**config.mk**
```make
export PLATFORM = sky130hd
export DESIGN_NAME = dchan_seq
export DESIGN_NICKNAME = d
export VERILOG_FILES = /design/src/rtl/dchan_pkg.sv /design/src/rtl/dchan_decode.sv /design/src/rtl/dchan_ctrl.sv /design/src/rtl/dchan_dpath.sv /design/src/rtl/dchan_seq.sv
export SDC_FILE = /design/constraint.sdc
export NUM_CORES = 1
export LEC_CHECK = 0
export CAP_MARGIN = 10
export CORE_ASPECT_RATIO = 1.25
export CORE_MARGIN = 4
export CORE_UTILIZATION = 65
export DETAILED_ROUTE_END_ITERATION = 10
export DONT_BUFFER_PORTS = 1
export GPL_TIMING_DRIVEN = 0
export HOLD_SLACK_MARGIN = 0.15
export PLACE_DENSITY = 0.81
export SLEW_MARGIN = 0
export SYNTH_ARGS = -nofsm -noshare
export SYNTH_HDL_FRONTEND = slang
export SYNTH_HIERARCHICAL = 1
export SYNTH_SLANG_ARGS = --single-unit
```
**constraint.sdc**
```tcl
create_clock -name clk -period 4.4 [get_ports clk]
set_input_delay 0.66 -clock clk [delete_from_list [all_inputs] [get_ports clk]]
set_output_delay 0.66 -clock clk [all_outputs]
set_load 0.01 [all_outputs]
```
**src/rtl/dchan_pkg.sv**
```systemverilog
package dchan_pkg;

  // Job selected at the sampling edge
  typedef enum logic [2:0] {
    OP_NONE,
    OP_SIN,
    OP_SOUT,
    OP_MC,
    OP_INC,
    OP_ADD
  } op_e;

  // Sequencer states
  typedef enum logic [3:0] {
    ST_IDLE,
    ST_WC_RD,
    ST_WC_WB,
    ST_CA_RD,
    ST_CA_WB,
    ST_D_WR,
    ST_D_RD,
    ST_D_OUT,
    ST_M_RD,
    ST_M_WB
  } state_e;

endpackage

```
**src/rtl/dchan_decode.sv**
```systemverilog
module dchan_decode
  import dchan_pkg::*;
(
  input  logic dch_req,
  input  logic sc_req,
  input  logic inc_req,
  input  logic add_req,
  output op_e  op
);

  logic [1:0] code;
  assign code = {dch_req, sc_req};

  // 00 none, 01 single out, 10 multi-cycle, 11 single in
  always_comb begin
    op = OP_NONE;
    unique case (code)
      2'b00: op = OP_NONE;
      2'b01: op = OP_SOUT;
      2'b11: op = OP_SIN;
      2'b10: begin
        if (inc_req)      op = OP_INC;
        else if (add_req) op = OP_ADD;
        else              op = OP_MC;
      end
      default: op = OP_NONE;
    endcase
  end

endmodule

```
**src/rtl/dchan_ctrl.sv**
```systemverilog
module dchan_ctrl
  import dchan_pkg::*;
(
  input  logic   clk,
  input  logic   rst_n,
  input  op_e    op_req,
  input  logic   dir_in,
  output state_e state,
  output op_e    op_q,
  output logic   dir_q,
  output logic   launch
);

  state_e state_d;

  assign launch = (state == ST_IDLE) && (op_req != OP_NONE);

  always_comb begin
    state_d = state;
    unique case (state)
      ST_IDLE: begin
        unique case (op_req)
          OP_SIN:         state_d = ST_D_WR;
          OP_SOUT:        state_d = ST_D_RD;
          OP_MC:          state_d = ST_WC_RD;
          OP_INC, OP_ADD: state_d = ST_M_RD;
          default:        state_d = ST_IDLE;
        endcase
      end
      ST_WC_RD: state_d = ST_WC_WB;
      ST_WC_WB: state_d = ST_CA_RD;
      ST_CA_RD: state_d = ST_CA_WB;
      ST_CA_WB: state_d = dir_q ? ST_D_WR : ST_D_RD;
      ST_D_RD:  state_d = ST_D_OUT;
      ST_M_RD:  state_d = ST_M_WB;
      ST_D_WR, ST_D_OUT, ST_M_WB: state_d = ST_IDLE;
      default:  state_d = ST_IDLE;
    endcase
  end

  always_ff @(posedge clk or negedge rst_n) begin
    if (!rst_n) begin
      state <= ST_IDLE;
      op_q  <= OP_NONE;
      dir_q <= 1'b0;
    end else begin
      state <= state_d;
      if (launch) begin
        op_q  <= op_req;
        dir_q <= dir_in;
      end
    end
  end

  // job kind and direction frozen while a job runs
  assert_op_frozen_R9: assert property (@(posedge clk) disable iff (!rst_n)
    (state != ST_IDLE && $past(state) != ST_IDLE) |-> ($stable(op_q) && $stable(dir_q)));

endmodule

```
**src/rtl/dchan_dpath.sv**
```systemverilog
module dchan_dpath
  import dchan_pkg::*;
#(
  parameter int ADDR_W = 15,
  parameter int DATA_W = 18
) (
  input  logic              clk,
  input  logic              rst_n,
  input  state_e            state,
  input  op_e               op_q,
  input  logic              launch,
  input  logic [ADDR_W-1:0] dev_addr,
  input  logic [DATA_W-1:0] dev_wdata,
  input  logic              addr_inh,
  input  logic [DATA_W-1:0] mem_rdata,
  output logic [ADDR_W-1:0] mem_addr,
  output logic              mem_rd,
  output logic              mem_wr,
  output logic [DATA_W-1:0] mem_wdata,
  output logic [DATA_W-1:0] dev_rdata,
  output logic              rd_valid,
  output logic              done,
  output logic              wc_ovf,
  output logic              sum_ovf
);

  localparam int SGN = DATA_W - 1;

  logic [ADDR_W-1:0] base_q, base_d;
  logic [ADDR_W-1:0] daddr_q, daddr_d;
  logic [DATA_W-1:0] data_q, data_d;
  logic              inh_q, inh_d;
  logic              daddr_en;

  logic [ADDR_W-1:0] ca_addr;
  logic [ADDR_W-1:0] xfer_addr;
  logic [DATA_W-1:0] rd_plus1;
  logic [DATA_W-1:0] rd_sum;

  assign ca_addr   = base_q + ADDR_W'(1);
  assign rd_plus1  = mem_rdata + DATA_W'(1);
  assign rd_sum    = mem_rdata + data_q;
  assign xfer_addr = (op_q == OP_MC) ? daddr_q : base_q;

  // capture stage
  always_comb begin
    base_d   = base_q;
    data_d   = data_q;
    inh_d    = inh_q;
    daddr_d  = daddr_q;
    daddr_en = (state == ST_CA_WB);
    if (launch) begin
      base_d = dev_addr;
      data_d = dev_wdata;
      inh_d  = addr_inh;
    end
    if (daddr_en) begin
      daddr_d = inh_q ? mem_rdata[ADDR_W-1:0] : rd_plus1[ADDR_W-1:0];
    end
  end

  always_ff @(posedge clk or negedge rst_n) begin
    if (!rst_n) begin
      base_q  <= '0;
      data_q  <= '0;
      inh_q   <= 1'b0;
      daddr_q <= '0;
    end else begin
      if (launch) begin
        base_q <= base_d;
        data_q <= data_d;
        inh_q  <= inh_d;
      end
      if (daddr_en) daddr_q <= daddr_d;
    end
  end

  // memory port and device-side outputs
  always_comb begin
    mem_addr  = base_q;
    mem_rd    = 1'b0;
    mem_wr    = 1'b0;
    mem_wdata = '0;
    rd_valid  = 1'b0;
    done      = 1'b0;
    wc_ovf    = 1'b0;
    sum_ovf   = 1'b0;
    unique case (state)
      ST_WC_RD: mem_rd = 1'b1;
      ST_WC_WB: begin
        mem_wr    = 1'b1;
        mem_wdata = rd_plus1;
        wc_ovf    = (rd_plus1 == '0);
      end
      ST_CA_RD: begin
        mem_addr = ca_addr;
        mem_rd   = 1'b1;
      end
      ST_CA_WB: begin
        mem_addr  = ca_addr;
        mem_wr    = !inh_q;
        mem_wdata = rd_plus1;
      end
      ST_D_WR: begin
        mem_addr  = xfer_addr;
        mem_wr    = 1'b1;
        mem_wdata = data_q;
        done      = 1'b1;
      end
      ST_D_RD: begin
        mem_addr = xfer_addr;
        mem_rd   = 1'b1;
      end
      ST_D_OUT: begin
        rd_valid = 1'b1;
        done     = 1'b1;
      end
      ST_M_RD: mem_rd = 1'b1;
      ST_M_WB: begin
        mem_wr = 1'b1;
        done   = 1'b1;
        if (op_q == OP_ADD) begin
          mem_wdata = rd_sum;
          sum_ovf   = (mem_rdata[SGN] == data_q[SGN]) && (rd_sum[SGN] != data_q[SGN]);
        end else begin
          mem_wdata = rd_plus1;
        end
      end
      default: ;
    endcase
  end

  assign dev_rdata = rd_valid ? mem_rdata : '0;

  // one strobe at a time
  assert_one_strobe_R10: assert property (@(posedge clk) disable iff (!rst_n)
    !(mem_rd && mem_wr));

  // overflow only while a zero count is written back
  assert_wc_zero_R4: assert property (@(posedge clk) disable iff (!rst_n)
    wc_ovf |-> (mem_wr && mem_wdata == '0 && mem_addr == base_q));

  // the current-address read follows the word-count address
  assert_ca_next_R3: assert property (@(posedge clk) disable iff (!rst_n)
    (state == ST_CA_RD) |-> (mem_rd && mem_addr == $past(mem_addr) + ADDR_W'(1)));

  // a word goes to the device only after a memory read
  assert_rvalid_after_read_R6: assert property (@(posedge clk) disable iff (!rst_n)
    rd_valid |-> $past(mem_rd));

  // sum overflow only with the write of the sum
  assert_sum_ovf_write_R8: assert property (@(posedge clk) disable iff (!rst_n)
    sum_ovf |-> (mem_wr && done));

  // captured device word held through the job
  assert_data_held_R9: assert property (@(posedge clk) disable iff (!rst_n)
    (state != ST_IDLE && $past(state) != ST_IDLE) |-> $stable(data_q));

endmodule

```
**src/rtl/dchan_seq.sv**
```systemverilog
module dchan_seq
  import dchan_pkg::*;
#(
  parameter int ADDR_W = 15,
  parameter int DATA_W = 18
) (
  input  logic              clk,
  input  logic              rst_n,
  input  logic              dch_req,
  input  logic              sc_req,
  input  logic              inc_req,
  input  logic              add_req,
  input  logic              mc_to_mem,
  input  logic              addr_inh,
  input  logic [ADDR_W-1:0] dev_addr,
  input  logic [DATA_W-1:0] dev_wdata,
  output logic [DATA_W-1:0] dev_rdata,
  output logic              rd_valid,
  output logic              done,
  output logic              wc_ovf,
  output logic              sum_ovf,
  output logic [ADDR_W-1:0] mem_addr,
  output logic              mem_rd,
  output logic              mem_wr,
  output logic [DATA_W-1:0] mem_wdata,
  input  logic [DATA_W-1:0] mem_rdata
);

  logic [1:0] rst_pipe;
  logic       rst_i_n;
  op_e        op_req;
  op_e        op_q;
  state_e     state;
  logic       dir_q;
  logic       launch;

  // asynchronous assert, clocked release
  always_ff @(posedge clk or negedge rst_n) begin
    if (!rst_n) rst_pipe <= '0;
    else        rst_pipe <= {rst_pipe[0], 1'b1};
  end
  assign rst_i_n = rst_pipe[1];

  dchan_decode u_decode (
    .dch_req (dch_req),
    .sc_req  (sc_req),
    .inc_req (inc_req),
    .add_req (add_req),
    .op      (op_req)
  );

  dchan_ctrl u_ctrl (
    .clk    (clk),
    .rst_n  (rst_i_n),
    .op_req (op_req),
    .dir_in (mc_to_mem),
    .state  (state),
    .op_q   (op_q),
    .dir_q  (dir_q),
    .launch (launch)
  );

  dchan_dpath #(
    .ADDR_W (ADDR_W),
    .DATA_W (DATA_W)
  ) u_dpath (
    .clk       (clk),
    .rst_n     (rst_i_n),
    .state     (state),
    .op_q      (op_q),
    .launch    (launch),
    .dev_addr  (dev_addr),
    .dev_wdata (dev_wdata),
    .addr_inh  (addr_inh),
    .mem_rdata (mem_rdata),
    .mem_addr  (mem_addr),
    .mem_rd    (mem_rd),
    .mem_wr    (mem_wr),
    .mem_wdata (mem_wdata),
    .dev_rdata (dev_rdata),
    .rd_valid  (rd_valid),
    .done      (done),
    .wc_ovf    (wc_ovf),
    .sum_ovf   (sum_ovf)
  );

  // every job is followed by a quiet idle cycle
  assert_done_then_idle_R9: assert property (@(posedge clk) disable iff (!rst_i_n)
    done |=> (!mem_rd && !mem_wr && !done));

  // nothing moves in the cycle the internal reset lifts
  assert_quiet_after_reset_R1: assert property (@(posedge clk) disable iff (!rst_i_n)
    $rose(rst_i_n) |-> (!mem_rd && !mem_wr && !done));

endmodule

```
==> flow_summary.toml <==
[sta]
rsz0062_at_grt = "no"
timing.setup.tns_ns = 0
hold_viol_final = 0
fin_skew_ns = 0.0111
worst_slack_ns = 0.565
holdWs_ns = 0.203
min_period_ns = 3.84
slew_viol_final = 0
max_freq_mhz = 261
tightest_slew_ns = 0.980
maxSlewHeadroom = 0.340
setup_viol = 0
layout_worst_path_cycle_share = 0.872

[route]
wl_mm = 14.2
first_iter_violations = 377
drt_pass1_iterations = 5
antenna_left = 0
viasPerCell = 6.73
drcViolationCount = 0
wire_per_inst_um = 20.5
vias = 4663

[logic_synthesis]
ys.flop_type = "dfrtp_1"
synth_compound_area_frac = 0.206
yosys.area_share.simple = 0.236
synthAdderAreaFrac = 0.0546
synth_top_family_by_area = "simple AND/OR/NAND/NOR gates"
synth_mux_area_frac = 0.0880
syn_inst = 583
avgSynthCellArea_um2 = 8.49
yosysWarningCount = 6
ys_seq_area_frac = 0.298
syn_area_mm2 = 0.00495
async_flop_share = 1.00
synth-seq-cells = 59
synth.distinct_cells = 71
synth-edff-count = 0
synthXorXnorAreaFrac = 0.0796
synth_nets = 663

[cells_and_area]
drive_gt1_frac = 0.126
fill_cells = 626
nets = 676
antenna_cells = 0
final_cells = 693
ff_latch_area_mm2 = 0.00148
multiInputGateArea_mm2 = 0.00329
area_growth_pct = 6.42
fin_area_mm2 = 0.00527

[clock_tree]
cts_made_buffers = 9
insertion_delay_ns = 0.35
tritoncts = "done"
clockBufferDepth = 2
cts_resized = 0
htree_levels = 3
root_buffer = "clkbuf_8"
clkTransAtPathRegs_ns = 0.08
cts_sinks = 59

[floorplanning]
dieArea_mm2 = 0.00908
rows = 35
coreArea_mm2 = 0.00740
pin_count = 116
fp.dieH_um = 106
die_x_um = 86.0
initial_utilization = 0.669

[pwr]
clockPowerShare = 0.122
leakagePower_nw = 2.01
pwr-share-seq = 0.292
combPwrFrac = 0.587
powerDensity_mw_per_mm2 = 703
swShare = 0.486
intPower_mw = 1.90
switchingPower_mw = 1.80
ir_drop_v = 0.000404

[placed_design]
gp_congestion = 0.919
dpl.hpwl_mm = 10.9
portBuffers = 0
placed_cells = 676
placed_area_mm2 = 0.00508
dpl_worst_slack_ns = 0.746

[setup_path]
worstPathArrival_ns = 3.18
critical_path_required_ns = 3.74
crit_path_end_kind = "primary output"
worstSetupStartpointType = "register"
cp_max_fo = 6
critPathKind = "register to primary output"

[run_status]
status = "complete, no violations"

[global_route]
grt_overflow_total = 0
grt_pass1_vias = 4496
grt_max_degree = 43
antenna_found_initial = 0
grt_usage = 0.311
grt_first_pass_wirelength_mm = 22.3

[job]
max_cap_viol_count = 0

[worst_hold_path]
hold_path.class = "register to async pin"
[synthesized netlist by cell type, types with 4 or more instances]
cell | count | area [um^2]
o21ai_0 | 31 | 155
a22oi_1 | 5 | 37.5
buf_2 | 5 | 25.0
and4_1 | 4 | 35.0
and3_1 | 8 | 50.1
nor3b_1 | 6 | 45.0
nor3_1 | 14 | 70.1
ha_1 | 20 | 250
o221ai_1 | 6 | 52.6
nor2b_1 | 7 | 43.8
a211oi_1 | 9 | 67.6
a31oi_1 | 4 | 25.0
xnor2_1 | 25 | 219
nand2_1 | 40 | 150
nand2b_1 | 8 | 50.1
nor4_1 | 5 | 31.3
inv_1 | 9 | 33.8
xor2_1 | 20 | 175
dfrtp_1 | 59 | 1480
and2_1 | 21 | 131
o22ai_1 | 5 | 31.3
a221o_1 | 7 | 70.1
a21oi_1 | 49 | 245
clkbuf_1 | 27 | 101
nand3_1 | 10 | 50.1
nor2_1 | 64 | 240
a311oi_1 | 4 | 35.0
mux2_2 | 35 | 394
nand4_1 | 10 | 62.6
[area by class of cell]
| cell class | count | area share |
|---|---|---|
| Tap cell | 92 | 0.0219 |
| Inverter | 9 | 0.00641 |
| Buffer | 35 | 0.0276 |
| Multi-Input combinational cell | 480 | 0.625 |
| Sequential cell | 59 | 0.281 |
| Timing Repair Buffer | 2 | 0.00570 |
| Clock buffer | 11 | 0.0268 |
| Clock inverter | 5 | 0.00570 |
[layout by cell type, fill, tap and decap left out, drive strengths merged, types with 4 or more instances in the layout]
cell	Yosys	layout
nor2b	8	8
inv	9	9
nor4	6	6
a21oi	49	49
mux2	36	36
xor2	20	20
nand2	40	40
ha	20	20
a22oi	5	5
nor3b	6	6
nor3	16	16
nand4	10	10
dfrtp	59	59
a211oi	9	9
nor2	65	65
a311oi	4	4
nand2b	8	8
xnor2	25	25
clkbuf	27	38
nand3	12	12
a31oi	4	4
and3	8	8
and2	21	21
buf	8	9
o221ai	6	6
a221o	7	7
o21ai	34	34
and4	5	5
o22ai	5	5
[metal layers]
| metal | wire, um | global-route usage | share of wire | vias up |
|---|---|---|---|---|
| met4 | 440 | 0.114 | 0.031 | 0 |
| li1 | - | - | - | 2166 |
| met5 | 0 | 0 | 0 | - |
| met1 | 5270 | 0.363 | 0.37 | 2176 |
| met2 | 7220 | 0.541 | 0.51 | 277 |
| met3 | 1260 | 0.0813 | 0.088 | 44 |
[path summary, 6_finish.rpt]
check | start | to | slack (ns) | depth (start not counted)
max | u_dpath/data_q[8]$_DFFE_PN0P_ | mem_wdata[17] | 0.56 | 8
min | rst_pipe[1]$_DFF_PN0_ | u_dpath/data_q[1]$_DFFE_PN0P_ | 0.20 | 0
max reg2reg | u_ctrl/state[3]$_DFF_PN0_ | u_dpath/data_q[15]$_DFFE_PN0P_ | 1.54 | 6
min reg2reg | rst_pipe[1]$_DFF_PN0_ | u_dpath/data_q[1]$_DFFE_PN0P_ | 0.20 | 0
max in group asynchronous | rst_pipe[1]$_DFF_PN0_ | u_dpath/daddr_q[11]$_DFFE_PN0N_ | 3.64 | 1
min in group clk | rst_pipe[0]$_DFF_PN0_ | rst_pipe[1]$_DFF_PN0_ | 0.35 | 0
[power groups by stage]
| stage | Combinational, mW | Sequential (mW) | Clock, mW |
|---|---|---|---|
| global placement | 2.05 | 1.08 | 0 |
| finish | 2.17 | 1.08 | 0.450 |
| global route | 2.37 | 1.12 | 0.476 |
| detailed placement | 2.13 | 1.09 | 0 |
| CTS | 2.14 | 1.08 | 0.459 |
| floorplan | 1.72 | 1.00 | 0 |
[critical path, cell delays in order, from the launching register on]
cell       delay, ns
dfrtp_1         0.41
ha_1            0.37
a21oi_1         0.36
o21ai_0         0.24
a2111oi_0       0.66
a21boi_1        0.23
xor2_1          0.20
a21oi_1         0.08
o22ai_1         0.28
[timing repair]
item	in CTS	in global routing
endpoints found under the setup margin	0	0
hold buffers	1	0
hold endpoints to repair	2	0
buffers inserted	0	0
[stage by stage]
stage,power [mW],utilization
final,3.70,0.712
after global routing,3.97,0.712
after CTS,3.68,0.712
after detailed placement,3.21,0.687
after global placement,3.12,0.684
after floorplan,2.72,-
[cells by family (layout without fill, tap and decap cells)]
kind of cell,Yosys count,after routing
buffers and inverters,44,62
adder cells (fa/ha/maj),21,21
multiplexers,39,39
flip-flops,59,59
AND/OR/NAND/NOR,219,219
XOR/XNOR,45,45
other,1,1
AO/OA/AOI/OAI,155,155
[flip-flops by register name, summed over array words and instances, names as in the netlist]
signal           flops
u_dpath/data_q      18
u_dpath/base_q      15
u_dpath/daddr_q     15
u_ctrl/state         4
u_ctrl/op_q          3
rst_pipe             2
u_ctrl/dir_q         1
u_dpath/inh_q        1
(Power assumes the default switching activity.)
